==> src/rtl/ep_irq_pkg.sv <==
package ep_irq_pkg;
   localparam int NFLAG = 9;

   localparam int B_SHORT   = 0;
   localparam int B_STALL   = 1;
   localparam int B_CRC     = 2;
   localparam int B_OVERF   = 3;
   localparam int B_NAKIN   = 4;
   localparam int B_NAKOUT  = 5;
   localparam int B_HBFLUSH = 6;
   localparam int B_HBUNDER = 7;
   localparam int B_UNDERF  = 8;

   localparam int WA_CLR       = 0;
   localparam int WA_EN        = 1;
   localparam int WA_STALL_SET = 2;
   localparam int WA_STALL_CLR = 3;
endpackage

==> src/rtl/ep_irq_qual.sv <==
module ep_irq_qual #(
   parameter int NF         = 9,
   parameter int HB_SUPPORT = 1
) (
   input  logic [NF-1:0] ev_i,
   input  logic          dir_in_i,
   input  logic          isoch_i,
   input  logic          dmaend_i,
   input  logic          autosw_i,
   input  logic          stall_req_i,
   output logic [NF-1:0] set_o
);
   import ep_irq_pkg::*;

   logic hb_ok;

   generate
      if (HB_SUPPORT != 0) begin : g_hb
         assign hb_ok = isoch_i & dir_in_i;
      end else begin : g_nohb
         assign hb_ok = 1'b0;
      end
   endgenerate

   always_comb begin
      set_o            = ev_i;
      set_o[B_SHORT]   = ev_i[B_SHORT] & (~dir_in_i | (dmaend_i & autosw_i));
      set_o[B_STALL]   = ev_i[B_STALL] & stall_req_i;
      set_o[B_CRC]     = ev_i[B_CRC] & isoch_i;
      set_o[B_UNDERF]  = ev_i[B_UNDERF] & isoch_i;
      set_o[B_HBFLUSH] = ev_i[B_HBFLUSH] & hb_ok;
      set_o[B_HBUNDER] = ev_i[B_HBUNDER] & hb_ok;
   end
endmodule

==> src/rtl/ep_irq_flagbit.sv <==
module ep_irq_flagbit (
   input  logic clk,
   input  logic rst_n,
   input  logic set_i,
   input  logic clr_i,
   input  logic en_wr_i,
   input  logic en_val_i,
   output logic flag_o,
   output logic en_o,
   output logic hit_o
);
   always_ff @(posedge clk) begin
      if (!rst_n) begin
         flag_o <= 1'b0;
         en_o   <= 1'b0;
      end else begin
         if (set_i)      flag_o <= 1'b1;
         else if (clr_i) flag_o <= 1'b0;
         if (en_wr_i)    en_o   <= en_val_i;
      end
   end

   assign hit_o = flag_o & en_o;
endmodule

==> src/rtl/ep_irq_stallreq.sv <==
module ep_irq_stallreq (
   input  logic clk,
   input  logic rst_n,
   input  logic set_i,
   input  logic clr_i,
   output logic q_o
);
   always_ff @(posedge clk) begin
      if (!rst_n)     q_o <= 1'b0;
      else if (set_i) q_o <= 1'b1;
      else if (clr_i) q_o <= 1'b0;
   end
endmodule

==> src/rtl/ep_irq_ctrl.sv <==
module ep_irq_ctrl #(
   parameter int ADDR_W     = 2,
   parameter int HB_SUPPORT = 1,
   parameter int IRQ_REG    = 0
) (
   input  logic                          clk,
   input  logic                          rst_n,
   input  logic                          wr_en,
   input  logic [ADDR_W-1:0]             wr_addr,
   input  logic [ep_irq_pkg::NFLAG-1:0]  wr_data,
   input  logic [ep_irq_pkg::NFLAG-1:0]  ev_pulse,
   input  logic                          ep_dir_in,
   input  logic                          ep_isoch,
   input  logic                          cfg_dmaend_en,
   input  logic                          cfg_autosw,
   output logic [ep_irq_pkg::NFLAG-1:0]  flags,
   output logic [ep_irq_pkg::NFLAG-1:0]  enables,
   output logic                          stall_req,
   output logic                          ep_irq
);
   import ep_irq_pkg::*;

   localparam int NF = NFLAG;

   generate
      if (ADDR_W < 2) begin : g_bad_addr
         $error("ep_irq_ctrl: ADDR_W must be at least 2");
      end
      if (HB_SUPPORT < 0 || HB_SUPPORT > 1) begin : g_bad_hb
         $error("ep_irq_ctrl: HB_SUPPORT must be 0 or 1");
      end
      if (IRQ_REG < 0 || IRQ_REG > 1) begin : g_bad_irq
         $error("ep_irq_ctrl: IRQ_REG must be 0 or 1");
      end
   endgenerate

   logic          wr_clr, wr_enr, wr_sset, wr_sclr;
   logic [NF-1:0] qual_set;
   logic [NF-1:0] hit;

   assign wr_clr  = wr_en && (wr_addr == ADDR_W'(WA_CLR));
   assign wr_enr  = wr_en && (wr_addr == ADDR_W'(WA_EN));
   assign wr_sset = wr_en && (wr_addr == ADDR_W'(WA_STALL_SET)) && wr_data[0];
   assign wr_sclr = wr_en && (wr_addr == ADDR_W'(WA_STALL_CLR)) && wr_data[0];

   ep_irq_stallreq u_stall (
      .clk   (clk),
      .rst_n (rst_n),
      .set_i (wr_sset),
      .clr_i (wr_sclr),
      .q_o   (stall_req)
   );

   ep_irq_qual #(.NF(NF), .HB_SUPPORT(HB_SUPPORT)) u_qual (
      .ev_i        (ev_pulse),
      .dir_in_i    (ep_dir_in),
      .isoch_i     (ep_isoch),
      .dmaend_i    (cfg_dmaend_en),
      .autosw_i    (cfg_autosw),
      .stall_req_i (stall_req),
      .set_o       (qual_set)
   );

   generate
      for (genvar i = 0; i < NF; i++) begin : g_flag
         ep_irq_flagbit u_bit (
            .clk      (clk),
            .rst_n    (rst_n),
            .set_i    (qual_set[i]),
            .clr_i    (wr_clr & wr_data[i]),
            .en_wr_i  (wr_enr),
            .en_val_i (wr_data[i]),
            .flag_o   (flags[i]),
            .en_o     (enables[i]),
            .hit_o    (hit[i])
         );
      end

      if (IRQ_REG != 0) begin : g_irq_reg
         always_ff @(posedge clk) begin
            if (!rst_n) ep_irq <= 1'b0;
            else        ep_irq <= |hit;
         end
      end else begin : g_irq_comb
         assign ep_irq = |hit;
      end
   endgenerate
endmodule

==> config.mk <==
export PLATFORM = sky130hd
export DESIGN_NAME = ep_irq_ctrl
export DESIGN_NICKNAME = d
export VERILOG_FILES = /design/src/rtl/ep_irq_pkg.sv /design/src/rtl/ep_irq_qual.sv /design/src/rtl/ep_irq_flagbit.sv /design/src/rtl/ep_irq_stallreq.sv /design/src/rtl/ep_irq_ctrl.sv
export SDC_FILE = /design/constraint.sdc
export NUM_CORES = 1
export LEC_CHECK = 0
export CAP_MARGIN = 30
export CORE_UTILIZATION = 31
export CTS_BUF_LIST = sky130_fd_sc_hd__clkbuf_8 sky130_fd_sc_hd__clkbuf_16
export CTS_CLUSTER_DIAMETER = 100
export DETAILED_ROUTE_END_ITERATION = 12
export DONT_BUFFER_PORTS = 1
export SLEW_MARGIN = 20
export SYNTH_ARGS = -nofsm -noshare
export SYNTH_HDL_FRONTEND = slang
export SYNTH_SLANG_ARGS = --single-unit
==> constraint.sdc <==
create_clock -name clk -period 3.5 [get_ports clk]
set_clock_uncertainty 0.2 [all_clocks]
set_input_delay 0.875 -clock clk [delete_from_list [all_inputs] [get_ports clk]]
set_output_delay 0.875 -clock clk [all_outputs]
set_load 0.01 [all_outputs]
**After elaboration in Yosys (flattened, before gate mapping)**

Cells that the tools add are included.

- Latch bits: 0
- Memories: 0
- Input bits: 27
- Logic and storage cells: 88
- Memory bits (read-only): 0
- Register bits: 19
- RAM bits: 0

- Equal/unequal tests: 3
- Div/mod/pow operators: 0
- $lt $le $gt $ge: 0
- Bitwise logic cells: 28
- Multiplexer cells: 20
- Shift operators: 0
- Reduce and logical (&&, ||, !) cells: 18
- $mul: 0
- Add/sub/neg operators: 0

Operators with widths:

| operator | number |
|---|---|
| bitwise AND 1 bit | 26 |
| 2-to-1 mux 1 bit | 20 |
| nonzero test 2 bit | 10 |
| OR reduction 9 bit | 1 |
| logical AND 1 bit | 6 |
| equality test 2 bit, second input constant | 2 |
| equality test 2 x 1 -> 1 bit, second input constant | 1 |
| logical NOT 2 bit | 1 |
| NOT 1 bit | 1 |
| bitwise OR 1 bit | 1 |

**Logic depth before layout (Yosys ltp)**

Gate-level depths: netlist (run 1).

- Depth in word-level cells: 5
- Depth in mapped cells: 4

**Modules after synthesis**

A second synthesis (run 1) with hierarchy kept.

- Cells, all modules: 95
- Area, all modules: 989.7 µm²

By module, submodules not included:

| module | seq. area each (µm²) | area each (µm²) | times used | cells each |
|---|---|---|---|---|
| ep_irq_flagbit | 40.0 | 85.1 | 9 | 7 |
| ep_irq_ctrl | 0.0 | 117.6 | 1 | 19 |
| ep_irq_qual | 0.0 | 65.1 | 1 | 10 |
| ep_irq_stallreq | 20.0 | 41.3 | 1 | 3 |

**Worst setup path after synthesis (run 1)**

OpenSTA, ideal clock, no wires.

- Path kind: reg-to-output
- From: register g_flag[0].u_bit.en_o
- To: output ep_irq
- Required time: 2.425 ns
- Buffers on the path: 0
- Arrival time: 0.862 ns
- Stages on the path, launching flop included: 4
- Slack: 1.563 ns
- Cells stage by stage: dfxtp_1 a22o_1 a221oi_1 nand3_1

- Cells in the longest elaborated chain, start to end: 2

Ends and longest elaborated chain:

| item | line | source |
|---|---|---|
| start: declaration | ep_irq_flagbit.sv:9 | `output logic en_o,` |
| start signal: assignment | ep_irq_flagbit.sv:19 | `if (en_wr_i) en_o <= en_val_i;` |
| bitwise AND 1 bit | ep_irq_flagbit.sv:23 | `assign hit_o = flag_o & en_o;` |
| OR reduction 9 bit | ep_irq_ctrl.sv:85 | `assign ep_irq = \|hit;` |
| end: declaration | ep_irq_ctrl.sv:19 | `output logic ep_irq` |

Every way passes these cells.

**Worst setup path in the final report (run 1)**

Ends and elaborated chain as after synthesis.

==> results.md, run 1 <==
- Clock transition at path regs: 0.07 ns
- Row count: 19
- CTS H-tree depth: 1
- Critical path's slowest cell: dfxtp_1
- DR DRC count: 0
- Clock latency at the later pin of the worst-skew pair: 0.25 ns
- ANT nets after route: 0
- Final Net Count: 108
- Worst r2r src: u_stall.q_o$_SDFFE_PN0P_
- Worst-Margin Slew: 0.6683 ns
- Initial Utilization: between 30% and 40%
- Finished Cell Area: 835.8 µm²
- Clock Sinks: 19
- GR Layer Usage met2: 18.37%
- Power density cells: roughly 500 nW/µm²
- Num CTS Buffers: 3
- Max Cap Viol: 0
- Cell Chain, Critical Path: a22o_1 > a221oi_1 > nand3_1
- Met1 Use GR: approximately 14%
- FMAX: 433.1 MHz
- Largest net degree at the start of global routing: 14
- Synth warnings: 0
- Mapped Cells: 97
- Synth Register Bits: 19
- Crit share post-route: 65.96%
- CP max stage delay: 0.35 ns
- Synth Flop Type: dfxtp_1
- Setup TNS: 0 ns
- Fraction of layout cells with a size suffix above 1: 7.500%
- Full die area: 3138 µm²
- CTS tree: done
- Number of global-route vias before repair: 623
- Final Max Slew Viols: 0
- Hold depth: 2
- Post-synth EDFFs: 0
- Slew headroom: between 50% and 60%
- RSZ-0062 raised after global routing: no
- Post-DP Area: just under 800 µm²
- Final Power: 0.4179 mW
- Routed len/inst: 16.72 µm
- Synthesized area: approximately 900 µm²
- Core Region: roughly 2800 µm²
- Layer with the highest usage: met2
- Hold WC Path Type: flip-flop to flip-flop
- Final WL: between 1500 and 2000 µm
- FFs w/ async S/R, synth: 0%
- Critical path startpoint category: flip-flop
- Seq/Total Area, Yosys: 42.05%
- Worst hold path startpoint: u_stall.q_o$_SDFFE_PN0P_
- Worst R2R Setup Slack: between 2 and 2.5 ns
- CP Class: flip-flop to primary output
- CTS max path bufs: 2
- PostCTS Resize Cnt: 0
- Final GP Congestion: 0.6807
- IO Port Bufs: 0
- Global-route usage over all layers: 12.66%
- Total iterations of the first detailed-routing run: 4
- Initial antenna violation count: 0
- 1st-iter DRT viols: 18
- GRT overflow: 0
- Vias: 610
- Root buffer cell: clkbuf_8
- Leakage: roughly 0.36 nW
- Average cell area after synthesis: 9.326 µm²
- First-pass GRT wire length: 2967 µm
- Final HPWL from detailed placement: 1433 µm
- Worst EP required: 2.42 ns
- Final hold vios: 0
- CP endpoint kind: primary output
- Arrival @ worst endpoint: roughly 1.2 ns
- CP Max Fanout: 3
- DR vias/cell: 5.495
- Die height: roughly 56 µm
- R2R depth: 2
- Final worst path period need: 2.309 ns
- Number of diodes: 0
- VDD IR max: 0.2061 mV
- Area growth syn-to-layout: -7.607%
- Setup Buffers After CTS: 0
- Critical Path Source: g_flag[0].u_bit.en_o$_SDFFE_PN0P_
- Met3 Use GR: 6.977%
- Post-synth cell types: 23
- # setup viols final: 0
- Status: finished clean
- IO Pins: 47
- Die X: between 50 and 60 µm
- CTS Hold Bufs: 0
- Post-Syn Nets: 124
- Fill cell count: 282
[registers in the layout, indices dropped and copies added, names as in the netlist]
| name | flops |
|---|---|
| g_flag.u_bit.en_o | 9 |
| u_stall.q_o | 1 |
| g_flag.u_bit.flag_o | 9 |
[stage by stage]
| stage | std cells | setup WS [ns] | util (%) | hold slack (ns) |
|---|---|---|---|---|
| 2_1_floorplan | 97 | 1.563 | - | 0.2842 |
| 3_3_place_gp | 107 | 1.407 | 28.68 | 0.3538 |
| 5_1_grt | 111 | 1.123 | 30.31 | 0.4150 |
| 3_5_place_dp | 107 | 1.368 | 28.68 | 0.3648 |
| 4_1_cts | 111 | 1.168 | 30.31 | 0.3746 |
| 6_report | 111 | 1.191 | 30.31 | 0.3765 |
[cell usage after synthesis (2+ instances only)]
master	instances	area, µm²
a21oi_1	4	20.02
a311oi_1	3	26.28
a31oi_1	4	25.02
a32o_1	2	20.02
buf_2	2	10.01
buf_4	19	142.6
dfxtp_1	19	380.4
inv_1	4	15.01
mux2i_1	9	90.09
nand2_1	8	30.03
nor2_1	9	33.78
o21ai_0	3	15.01
[critical path: cells and delay by family, from the launching register on]
family	cells	cell delay, ns
compound gates	2	0.45
flops	1	0.35
simple gates	1	0.19
[kinds of logic after synthesis]
logic type      synth area share [%]
buf+inv                        18.53
simple gates                   12.86
compound gates                 16.60
flops                          42.05
mux                            9.959
[placed cells by master, fill, tap and decap left out, types with 2 or more instances in the layout]
master,n
a21oi_1,4
inv_1,5
a31oi_1,4
mux2i_1,9
o21ai_0,3
nand2_1,8
nor2_1,9
clkbuf_8,3
a311oi_1,3
dfxtp_1,19
a32o_1,2
[worst paths after layout]
check / end
hold / removal: g_flag[1].u_bit.flag_o$_SDFFE_PN0P_
hold reg to reg: g_flag[1].u_bit.flag_o$_SDFFE_PN0P_
setup / recovery: ep_irq
setup reg to reg: g_flag[1].u_bit.flag_o$_SDFFE_PN0P_
[cell type report]
cell class / instances / area (µm²) / share of cell area (%)
inverter: 4 / 15.01 / 1.796
sequential: 19 / 380.4 / 45.51
clock buffer: 3 / 41.29 / 4.940
multi-input combinational: 53 / 356.6 / 42.66
tap: 31 / 38.79 / 4.641
clock inverter: 1 / 3.754 / 0.4491
[routing by layer]
metal	wire length (µm)	share of wire [%]
met4	16	0.86
met5	0	0
met3	258	14
met2	840	45
met1	742	40
[power breakdown]
group	total, mW	internal (mW)	switching (mW)
clock network	0.147	0.0778	0.0690
registers	0.243	0.227	0.0155
logic	0.0282	0.0140	0.0142
No activity file was read; power rests on OpenSTA's default activity.
==> run 2, diff against run 1 <==
==> constraint.sdc (replaced) <==
create_clock -name clk -period 1.95 [get_ports clk]
set_clock_uncertainty 0.2 [all_clocks]
set_input_delay 0.4875 -clock clk [delete_from_list [all_inputs] [get_ports clk]]
set_output_delay 0.4875 -clock clk [all_outputs]
set_load 0.01 [all_outputs]
==> run 2 against run 1 <==
  * Combinational power increased by 86%
  * Count of clock-buffer cells in the layout did not move
  * Final cell count increased by 1.8%
  * Sequential share of layout area is 0.65 points lower
  * Critical path type unchanged
  * Critical endpoint unchanged
  * Largest power group unchanged
==> results.md, run 2 (same netlist as run 1, synthesis figures left out) <==
- Hold WC Path Type: input port to flip-flop
- Area growth syn-to-layout: -4.426%
- Initial Utilization: 32.80% (unchanged)
- Die X: 56.02 µm (unchanged)
- VDD IR max: 0.3527 mV (+71%)
- Fill cell count: 288 (+2.1%)
- # setup viols final: 0 (unchanged)
- Worst EP required: 1.26 ns (-1.16 ns)
- CP max stage delay: 0.40 ns (+0.05 ns)
- Leakage: 0.3794 nW (+4.0%)
- DR DRC count: 0 (unchanged)
- Status: finished clean
- CTS max path bufs: 2 (unchanged)
- Largest registers: g_flag.u_bit.en_o: 9 flops, g_flag.u_bit.flag_o: 9 flops, u_stall.q_o: 1 flops
- Full die area: 3138 µm² (unchanged)
- Num CTS Buffers: 3 (unchanged)
- CP Max Fanout: 3 (unchanged)
- Largest net degree at the start of global routing: 14 (unchanged)
- Critical path buffer and inverter count: 0 (unchanged)
- FF/Latch Area: 387.9 µm² (+2.0%)
- Routed len/inst: 16.82 µm (+0.61%)
- Top delay family on crit path: compound AO/OA/AOI/OAI gates
- Vias: 617 (+1.1%)
- Clock Sinks: 19 (unchanged)
- Finished Cell Area: 864.6 µm² (+3.4%)
- Power density cells: 871.8 nW/µm² (+74%)
- Clock transition at path regs: 0.07 ns (about the same)
- RSZ-0062 raised after global routing: yes
- CTS H-tree depth: 1 (unchanged)
- Final Net Count: 110 (+1.9%)
- Setup TNS: 0 ns (unchanged)
- Row count: 19 (unchanged)
- Number of diodes: 0 (unchanged)
- ANT nets after route: 0 (unchanged)
- DR vias/cell: 5.460 (-0.64%)
- CTS tree: done
- FMAX: between 500 and 600 MHz
- Final worst path period need: 1.911 ns
- CP endpoint kind: primary output
- Die height: 56.02 µm (unchanged)
- Commonest non-fill, non-tap cell in the layout: dfxtp_1
- Commonest non-fill, non-tap cells in the layout: dfxtp_1, mux2i_1, nor2_1
- Worst hold slack: 0.1303 ns (-0.2462 ns)
- Global-route usage over all layers: 12.56% (-0.097 points)
- Core Region: 2758 µm² (unchanged)
- Multi-input logic area: 362.8 µm² (+1.8%)
- Post-DP Area: 805.8 µm² (+1.9%)
- Final hold vios: 0 (unchanged)
- First-pass GRT wire length: 2925 µm (-1.4%)
- IO Port Bufs: 0 (unchanged)
- Critical path startpoint category: flip-flop
- Worst-Margin Slew: 0.4035 ns (-0.2648 ns)
- Root buffer cell: clkbuf_8
- Critical path's slowest cell: a222oi_1
- Slew headroom: 73.07% (+18 points)
- Cell Chain, Critical Path: a222oi_1 > nand3_1
- Final WL: 1901 µm (+2.4%)
- Final Max Slew Viols: 0 (unchanged)
- Clock latency at the later pin of the worst-skew pair: 0.25 ns (about the same)
- 1st-iter DRT viols: 13 (-5)
- Fraction of layout cells with a size suffix above 1: 15.85% (+8.4 points)
- Final HPWL from detailed placement: 1486 µm (+3.7%)
- Initial antenna violation count: 0 (unchanged)
- IO Pins: 47 (unchanged)
- Number of global-route vias before repair: 623 (unchanged)
- CP Class: flip-flop to primary output
- Crit share post-route: 97.98%
- Max Cap Viol: 0 (unchanged)
- Final GP Congestion: 0.6801 (about the same)
- Arrival @ worst endpoint: 1.22 ns (about the same)
- GRT overflow: 0 (unchanged)
- Total iterations of the first detailed-routing run: 4 (unchanged)
## run 2: timing repair
item / CTS / global route
resized for setup: 2 / 4
endpoints found under the setup margin: 1 / 1
pin swaps: 2 / 2
cloned: 0 / 0
buffers inserted: 0 / 0
endpoints found under the hold margin: 0 / 0
hold buffers: 0 / 0
## run 2: where the power goes
part	total, mW	switching (mW)	leakage (nW)	internal (mW)
Combinational	0.0524	0.0252	0.195	0.0272
Clock	0.265	0.125	0.0269	0.140
Sequential	0.436	0.0285	0.158	0.408
## run 2: final cells by class
class / count / share of cell area (%)
tap: 31 / 4.486
inverter: 4 / 1.737
clock inverter: 1 / 0.4342
sequential: 19 / 44.86
timing repair buffer: 2 / 1.737
clock buffer: 3 / 4.776
multi-input combinational: 53 / 41.97
## run 2: worst register-to-register path: stages, from the launching register on
cell	delay, ns
dfxtp_1	0.43
a21oi_1	0.10
a311oi_1	0.23
## run 2: routing by layer
| layer | up-vias | GRT usage, % | routed length [µm] | share of wire, % |
|---|---|---|---|---|
| met4 | 0 | 6.272 | 16 | 0.84 |
| met2 | 32 | 18.54 | 885 | 47 |
| met1 | 284 | 15.58 | 811 | 43 |
| met3 | 2 | 5.349 | 188 | 9.9 |
| li1 | 299 | - | - | - |
| met5 | - | 0 | 0 | 0 |
## run 2: worst paths after layout
| path | start | endpoint | slack, ns | depth (start not counted) |
|---|---|---|---|---|
| worst min register to register | g_flag[7].u_bit.flag_o$_SDFFE_PN0P_ | g_flag[7].u_bit.flag_o$_SDFFE_PN0P_ | 0.36 | 1 |
| worst max-delay path | g_flag[1].u_bit.flag_o$_SDFFE_PN0P_ | ep_irq | 0.04 | 2 |
| worst max register to register | u_stall.q_o$_SDFFE_PN0P_ | g_flag[1].u_bit.flag_o$_SDFFE_PN0P_ | 0.90 | 2 |
| worst min-delay path | wr_data[1] | g_flag[1].u_bit.flag_o$_SDFFE_PN0P_ | 0.13 | 1 |
## run 2: metrics by stage
step / total power [mW] / worst slack (ns) / std cells / utilization (%)
after floorplan: 0.5109 / 0.4001 / 97 / -
after global placement: 0.4962 / 0.2792 / 109 / 29.22
after detailed placement: 0.4985 / 0.2366 / 109 / 29.22
after CTS: 0.7655 / -0.01415 / 113 / 30.94
after global routing: 0.7902 / -0.01596 / 113 / 31.35
final: 0.7538 / 0.03933 / 113 / 31.35
==> run 3, diff against run 2 <==
--- a/config.mk
+++ b/config.mk
@@ -6,6 +6,7 @@
 export NUM_CORES = 1
 export LEC_CHECK = 0
 export CAP_MARGIN = 30
+export CORE_MARGIN = 3
 export CORE_UTILIZATION = 31
 export CTS_BUF_LIST = sky130_fd_sc_hd__clkbuf_8 sky130_fd_sc_hd__clkbuf_16
 export CTS_CLUSTER_DIAMETER = 100
==> run 3 against run 2 <==
  * Fmax rose by 1.2%
  * Via count rose by 0.81%
  * Critical path depth is the same
  * Critical endpoint unchanged
  * First-iteration DRC count grew 23%
  * Register-to-register slack hardly changed
  * Clock power rose by 2%
  * Global-route usage shrank 0.12 points
  * Worst hold slack improved by 0.0026 ns
  * Setup slack improved by 0.022 ns
  * Sequential share of layout area shrank 0.080 points
  * Power is 0.95% higher
==> results.md, run 3 (same netlist as run 1, synthesis figures left out) <==
- Status: finished clean
- DR DRC count: 0 (unchanged)
- Number of global-route vias before repair: 725 (+16%)
- Die height: 60.02 µm (+7.1%)
- Setup Buffers After CTS: 0 (unchanged)
- Clock Sinks: 19 (unchanged)
- Slew headroom: 70.88% (-2.2 points)
- Number of diodes: 0 (unchanged)
- Arrival @ worst endpoint: 1.20 ns (-0.02 ns)
- First-pass GRT wire length: 3312 µm (+13%)
- Final Max Slew Viols: 0 (unchanged)
- # setup viols final: 0 (unchanged)
- Row count: 18 (-1)
- Worst EP required: 1.26 ns (about the same)
- Worst-Margin Slew: 0.4363 ns (+0.03278 ns)
- Met2 Wirelength: 991 µm (+12%)
- Vias: 622 (+0.81%)
- Initial Utilization: 34.63% (+1.8 points)
- 1st-iter DRT viols: 16 (+3)
- Total iterations of the first detailed-routing run: 4 (unchanged)
- Worst hold slack: 0.1330 ns (+0.002640 ns)
- FMAX: 529.6 MHz (+1.2%)
- Largest net degree at the start of global routing: 14 (unchanged)
- CTS H-tree depth: 1 (unchanged)
- Hold WC Path Type: input port to flip-flop
- Core Region: 2613 µm² (-5.3%)
- Global-route usage over all layers: 12.44% (-0.12 points)
- ANT nets after route: 0 (unchanged)
- VDD IR max: 0.3658 mV (+3.7%)
- Met3 wire length: 222 µm (+18%)
- Wl on met1: 854 µm (+5.3%)
- Area growth syn-to-layout: -4.564%
- Number of cells in the design after placement: 108 (-0.92%)
- Final setup margin: 0.06176 ns (+0.02243 ns)
- Clock latency at the later pin of the worst-skew pair: 0.25 ns (about the same)
- Final hold vios: 0 (unchanged)
- Final worst path period need: 1.888 ns (-0.02243 ns)
- Largest registers: g_flag.u_bit.en_o: 9 flops, g_flag.u_bit.flag_o: 9 flops, u_stall.q_o: 1 flops
- Full die area: 3602 µm² (+15%)
- R2R depth: 2 (unchanged)
- Crit share post-route: 96.83% (-1.2 points)
- RSZ-0062 raised after global routing: yes
- CP Depth: 2 (unchanged)
- DR vias/cell: 5.554 (+1.7%)
- Final Power: 0.7609 mW (+0.95%)
- IO Port Bufs: 0 (unchanged)
- Commonest non-fill, non-tap cells in the layout: dfxtp_1, mux2i_1, nor2_1
- Place WS: 0.2708 ns (+0.03420 ns)
- CP endpoint kind: primary output
- Final Net Count: 110 (unchanged)
- CP Max Fanout: 3 (unchanged)
- Hold depth: 1 (unchanged)
- Commonest non-fill, non-tap cell in the layout: dfxtp_1
- CTS tree: done
- CP Class: flip-flop to primary output
- Power density cells: 881.4 nW/µm² (+1.1%)
- Initial antenna violation count: 0 (unchanged)
- Top Layer Used: met4
- GRT overflow: 0 (unchanged)
- CTS Hold Bufs: 0 (unchanged)
- Critical path startpoint category: flip-flop
- Final GP Congestion: 0.7085 (+4.2%)
- Critical path buffer and inverter count: 0 (unchanged)
- Final WL: 2076 µm (+9.2%)
- Num CTS Buffers: 3 (unchanged)
- Top delay family on crit path: compound AO/OA/AOI/OAI gates
- IO Pins: 47 (unchanged)
- Max Cap Viol: 0 (unchanged)
- Die X: 60.02 µm (+7.1%)
- Leakage: 0.3780 nW (-0.37%)
- Critical path's slowest cell: a222oi_1
- CTS max path bufs: 2 (unchanged)
- Non-Filler Instances: 112 (-0.88%)
- Clock transition at path regs: 0.07 ns (about the same)
- Root buffer cell: clkbuf_8
- Routed len/inst: 18.54 µm (+10%)
- CP max stage delay: 0.39 ns (about the same)
- Final HPWL from detailed placement: 1613 µm (+8.6%)
- Cell Chain, Critical Path: a222oi_1 > nand3_1
- Core Util, Final: 33.05% (+1.7 points)
- Fraction of layout cells with a size suffix above 1: 18.29% (+2.4 points)
==> run 3: cell count changes in the layout (fill, tap and decap cells not counted), sizes merged <==
cell	before	now
inv	5	4
clkinv	0	1
==> run 3: timing repair <==
| item | 4_1_cts | 5_1_grt |
|---|---|---|
| gates cloned | 0 | 0 |
| resized for setup | 1 | 5 |
| pin swaps | 1 | 2 |
| hold endpoints to repair | 0 | 0 |
| endpoints found under the setup margin | 1 | 1 |
==> run 3: final cells by class <==
type                       instances  area, µm²
clock inverter                     1      5.005
timing repair buffer               2      15.01
fill                             276       1749
tap                               30      37.54
multi-input combinational         53      362.8
clock buffer                       3      41.29
inverter                           4      15.01
sequential                        19      386.6
==> run 3: final timing paths <==
check                                      start                                   to  slack, ns
max          g_flag[1].u_bit.flag_o$_SDFFE_PN0P_                               ep_irq       0.06
min reg2reg  g_flag[0].u_bit.flag_o$_SDFFE_PN0P_  g_flag[0].u_bit.flag_o$_SDFFE_PN0P_       0.34
max reg2reg             u_stall.q_o$_SDFFE_PN0P_  g_flag[1].u_bit.flag_o$_SDFFE_PN0P_       0.89
min                                   wr_data[1]  g_flag[1].u_bit.flag_o$_SDFFE_PN0P_       0.13
==> run 3: stage by stage <==
step            TNS [ns]  instance area [µm²]
5_1_grt        -0.004570                863.3
4_1_cts                0                852.1
3_5_place_dp           0                804.5
3_3_place_gp           0                804.5
6_report               0                863.3
2_1_floorplan          0                904.6
==> run 3: power by group <==
| group | internal (mW) | switching, mW | total, mW |
|---|---|---|---|
| clock network | 0.142 | 0.127 | 0.269 |
| registers | 0.409 | 0.0295 | 0.439 |
| logic | 0.0272 | 0.0263 | 0.0535 |
| total | 0.578 | 0.183 | 0.761 |
==> run 3: metal layers <==
layer / global-route usage [%] / vias to the layer above
li1: - / 300
met1: 14.72 / 294
met5: 0 / -
met2: 20.22 / 26
met3: 5.400 / 2
met4: 3.797 / 0
